**config.mk**
```make
export PLATFORM = sky130hd
export DESIGN_NAME = addrReqCtrl
export DESIGN_NICKNAME = d
export VERILOG_FILES = /design/src/rtl/addrReqPkg.sv /design/src/rtl/addrReqCtl.sv /design/src/rtl/addrReqDp.sv /design/src/rtl/addrReqCtrl.sv
export SDC_FILE = /design/constraint.sdc
export NUM_CORES = 1
export LEC_CHECK = 0
export ABC_AREA = 1
export CAP_MARGIN = 20
export CORE_AREA = 2 2 39 41
export DETAILED_ROUTE_END_ITERATION = 7
export DIE_AREA = 0 0 41 43
export GPL_ROUTABILITY_DRIVEN = 0
export GPL_TIMING_DRIVEN = 0
export HOLD_SLACK_MARGIN = 0.15
export PLACE_DENSITY = 0.54
export SYNTH_ARGS = -nofsm -noshare
export SYNTH_HDL_FRONTEND = slang
export SYNTH_SLANG_ARGS = --single-unit
export TNS_END_PERCENT = 50
```
**constraint.sdc**
```tcl
create_clock -name clk -period 1.1 [get_ports clk]
set_clock_uncertainty 0.15 [all_clocks]
set_input_delay 0.165 -clock clk [delete_from_list [all_inputs] [get_ports clk]]
set_output_delay 0.165 -clock clk [all_outputs]
set_load 0.01 [all_outputs]
```
**src/rtl/addrReqPkg.sv**
```systemverilog
package addrReqPkg;

  // Strobes from control to datapath: next-cycle values of the registered outputs
  typedef struct packed {
    logic enNext;
    logic reqNext;
    logic startNext;
  } reqStrobe_t;

  typedef enum logic [1:0] {
    MODE_OFF  = 2'd0,
    MODE_RUN  = 2'd1,
    MODE_HOLD = 2'd2
  } reqMode_t;

endpackage

```
**src/rtl/addrReqCtl.sv**
```systemverilog
module addrReqCtl
  import addrReqPkg::*;
#(
  parameter int NEG_CYCLES = 1
) (
  input  logic       clk,
  input  logic       rstN,
  input  logic       checkStop,
  input  logic       opPending,
  input  logic       cancelReq,
  input  logic       grantIn,
  input  logic       busBusy,
  input  logic       retryIn,
  input  logic       retryByMe,
  input  logic       needCopyback,
  output reqStrobe_t strb
);

  localparam int CW        = $clog2(NEG_CYCLES + 1);
  localparam int HOLD_LOAD = NEG_CYCLES - 1;

  reqMode_t       mode, modeNext;
  logic [CW-1:0]  holdCnt, holdNext;
  logic           qualGrant;
  logic           retryForce;
  logic           parkedIdle;
  logic           holdLast;

  // Grant accepted only when enabled and a transaction is waiting
  assign qualGrant  = (mode != MODE_OFF) & grantIn & ~busBusy & ~retryIn & opPending;
  // Retry forces negation unless this master retried and owes a copyback
  assign retryForce = retryIn & ~(retryByMe & needCopyback);
  assign parkedIdle = grantIn & ~busBusy;
  assign holdLast   = (holdCnt == CW'(1));

  always_comb begin
    strb     = '0;
    modeNext = mode;
    holdNext = holdCnt;
    if (checkStop) begin
      modeNext = MODE_OFF;
      holdNext = '0;
    end else begin
      unique case (mode)
        MODE_OFF: begin
          // first enabled cycle always starts with the request low
          strb.enNext = 1'b1;
          modeNext    = MODE_RUN;
        end
        default: begin
          strb.enNext     = 1'b1;
          strb.startNext  = qualGrant;
          if (qualGrant || retryForce) begin
            holdNext = CW'(HOLD_LOAD);
            modeNext = (HOLD_LOAD != 0) ? MODE_HOLD : MODE_RUN;
          end else if (mode == MODE_HOLD) begin
            holdNext = holdCnt - CW'(1);
            modeNext = holdLast ? MODE_RUN : MODE_HOLD;
          end else begin
            strb.reqNext = opPending & ~parkedIdle & ~cancelReq;
          end
        end
      endcase
    end
  end

  always_ff @(posedge clk or negedge rstN) begin
    if (!rstN) begin
      mode    <= MODE_OFF;
      holdCnt <= '0;
    end else begin
      mode    <= modeNext;
      holdCnt <= holdNext;
    end
  end

endmodule

```
**src/rtl/addrReqDp.sv**
```systemverilog
module addrReqDp
  import addrReqPkg::*;
(
  input  logic       clk,
  input  logic       rstN,
  input  reqStrobe_t strb,
  output logic       reqOut,
  output logic       reqOe,
  output logic       tenureStart
);

  always_ff @(posedge clk or negedge rstN) begin
    if (!rstN) begin
      reqOe       <= 1'b0;
      reqOut      <= 1'b0;
      tenureStart <= 1'b0;
    end else begin
      reqOe       <= strb.enNext;
      reqOut      <= strb.enNext & strb.reqNext;
      tenureStart <= strb.enNext & strb.startNext;
    end
  end

endmodule

```
**src/rtl/addrReqCtrl.sv**
```systemverilog
module addrReqCtrl
  import addrReqPkg::*;
#(
  parameter int NEG_CYCLES = 1
) (
  input  logic clk,
  input  logic rstN,
  input  logic checkStop,
  input  logic opPending,
  input  logic cancelReq,
  input  logic grantIn,
  input  logic busBusy,
  input  logic retryIn,
  input  logic retryByMe,
  input  logic needCopyback,
  output logic reqOut,
  output logic reqOe,
  output logic tenureStart
);

  reqStrobe_t strb;

  addrReqCtl #(.NEG_CYCLES(NEG_CYCLES)) u_ctl (
    .clk(clk), .rstN(rstN), .checkStop(checkStop), .opPending(opPending),
    .cancelReq(cancelReq), .grantIn(grantIn), .busBusy(busBusy),
    .retryIn(retryIn), .retryByMe(retryByMe), .needCopyback(needCopyback),
    .strb(strb)
  );

  addrReqDp u_dp (
    .clk(clk), .rstN(rstN), .strb(strb),
    .reqOut(reqOut), .reqOe(reqOe), .tenureStart(tenureStart)
  );

endmodule

```
==> run summary <==
Run status: finished, violations left
Failing checks: setup timing
First-pass GRT wire length: 1.03 mm
Max Freq: 0.901 GHz
Die Area: 0.00176 sq mm
Slew @ Worst Pin: 0.263 ns
Initial Utilization: 0.209
Gate power share: 0.150
Post-route minimum period: 1.11 ns
Setup CP Type: reg2reg
Final Setup Violations: 1
Clock-pin slew of the registers on the worst-case setup and hold paths: 0.04 ns
Critical Path RT: 1.08 ns
DR vias/cell: 4.36
Post-synthesis sequential area ratio: 0.519
Die H: 43 um
Final setup margin: -0.00943 ns
Clk buf depth: 2
Setup crit end kind: register
All-Layer GR Usage: 0.0886
Max-cap violations: 0
Clock Tree Root: clkbuf_4
Worst R2R Path Depth: 7
Worst Hold Slack: 0.0110 ns
IO buf count: 12
Num Clock Sinks: 6
Mapped Cells: 36
Total number of vias: 305
Layout Nets: 66
Synth-to-layout area growth: 66.2%
Synth Cell Area: 289 sq um
DP HPWL: 468 um
H-tree levels: 1
Grt total ovfl: 0
Fin. Hold Viols: 0
Worst-path maximum fanout: 4
Layout Utilization: 0.347
Pwr Density: 1050 mW/mm^2
HP Class: in2async
Synth warnings: 0
Drt first pass iters: 4
Syn Area/Cell: 8.03 sq um
Max VDD drop: 0.000233 V
Initial DRC count: 5
Post-DR wirelength/cell: 8.46 um
Rows: 14
Final wirelength: 592 um
Psw: 0.000113 W
Diode count: 0
CTS buffer count: 3
Antenna violations before repair: 0
Worst Path Arrival: 1.09 ns
Fin crit share: 1.01
Lkg Pwr: 0.234 nW
Int Pwr: 0.000390 W
Relative slew slack: 0.824
Die width: 41 um
Residual DRC count: 0
Sw Ratio: 0.225
Worst skew pair latency: 0.24 ns
Fin. max-slew vios: 0
Ratio of cells with drive above 1 in the final layout: 0.333
CTS tree: yes
Vias in the first global route: 268
Post-synthesis cell type count: 12
Register bit total from synthesis: 6
Startpoint types: register
I/O pin count: 13
CORE AREA: 0.00138 sq mm
Pin count of the biggest net entering global routing: 7
Clock Power Share: 0.394
Synth Net Count: 46
Post-route ant nets: 0
RSZ-0062 raised after global routing: true
Reg power frac: 0.455
-- what timing repair did --
action | 4_1_cts | 5_1_grt
setup buffers | 3 | 0
gates resized for setup | 22 | 2
setup endpoints to repair | 6 | 5
endpoints found under the hold margin | 6 | 6
pin swaps | 5 | 2
-- layer usage --
metal,global-route usage,up-vias,routed length (um)
met1,0.110,137,255
met2,0.113,13,260
met4,0.0800,0,10
li1,-,153,-
met3,0.0314,2,65
met5,0,-,0
-- final timing paths --
check	start	to	slack (ns)
max	u_ctl.mode[0]$_DFFE_PN0P_	u_ctl.holdCnt$_DFFE_PN0P_	-0.009
min reg2reg	u_ctl.mode[1]$_DFFE_PN0P_	u_ctl.mode[1]$_DFFE_PN0P_	0.43
max in group asynchronous	rstN	u_ctl.mode[1]$_DFFE_PN0P_	0.58
min	rstN	u_dp.tenureStart$_DFF_PN0_	0.01
min in group clk	checkStop	u_dp.tenureStart$_DFF_PN0_	0.21
max reg2reg	u_ctl.mode[0]$_DFFE_PN0P_	u_ctl.holdCnt$_DFFE_PN0P_	-0.009
-- cells in the mapped netlist --
library cell	n	area [sq um]
a211oi_1	1	7.51
dfrtp_1	6	150
inv_1	7	26.3
nand2_1	8	30.0
nand2_2	1	6.26
nand3_1	1	5.00
nand3_2	1	10.0
nand4_1	1	6.26
nor2_1	5	18.8
nor3_1	3	15.0
o2111ai_1	1	8.76
o21ai_0	1	5.00
-- metrics by stage --
| stage | power, W | instances | setup slack, ns | instance area [sq um] | setup TNS, ns |
|---|---|---|---|---|---|
| 2_1_floorplan | 0.000253 | 36 | 0.0415 | 289 | 0 |
| 3_3_place_gp | 0.000301 | 64 | -0.346 | 429 | -1.44 |
| 3_5_place_dp | 0.000301 | 64 | -0.353 | 429 | -1.43 |
| 4_1_cts | 0.000512 | 70 | -0.00114 | 475 | -0.00114 |
| 5_1_grt | 0.000537 | 70 | -0.0913 | 480 | -0.240 |
| 6_report | 0.000503 | 70 | -0.00943 | 480 | -0.00943 |
-- logic make-up after synthesis --
family / after synthesis / synth area share
flops: 6 / 0.519
simple gates: 20 / 0.316
compound gates: 3 / 0.0736
buf+inv: 7 / 0.0909
-- sequential cells by signal (all words and copies together) (netlist names) --
signal            flops
u_dp.reqOe            1
u_ctl.mode            2
u_dp.tenureStart      1
u_dp.reqOut           1
u_ctl.holdCnt         1
-- power by group through the flow --
| stage | combinational (W) | clock [W] | sequential (W) |
|---|---|---|---|
| final | 0.0000756 | 0.000198 | 0.000229 |
| after global routing | 0.0000844 | 0.000224 | 0.000229 |
| after CTS | 0.0000763 | 0.000207 | 0.000229 |
| after detailed placement | 0.0000687 | 0 | 0.000232 |
| after global placement | 0.0000685 | 0 | 0.000232 |
| after floorplan | 0.0000194 | 0 | 0.000233 |
-- critical path, cell delays in order, from the launching register on --
cell,delay [ns]
dfrtp_1,0.40
inv_2,0.07
nand2_2,0.08
nand3_4,0.09
nand2_2,0.08
nand2_1,0.05
nand2_1,0.05
nand2_1,0.04
-- layout make-up --
| cell class | count | area (sq um) |
|---|---|---|
| fill | 159 | 903 |
| sequential | 6 | 150 |
| multi-input combinational | 23 | 138 |
| timing repair buffer | 15 | 124 |
| inverter | 7 | 26.3 |
| clock buffer | 3 | 22.5 |
| tap | 16 | 20.0 |
-- layout by cell type (no fill, tap or decap) --
cell type and count:
buf_2 3, nand4_1 1, o2111ai_1 1, nor3_2 1, nor2_2 1, a211oi_1 1, inv_2 3, nor3_1 2
clkdlybuf4s50_1 6, o21ai_0 1, nand3_1 1, nor2_4 1, dfrtp_1 6, dlygate4sd2_1 3, nand3_4 1, nand2_1 7
nand2_2 2, inv_1 4, nor2_1 3, clkbuf_4 3, buf_4 3
Note: power is estimated with default switching activity, not from simulation.
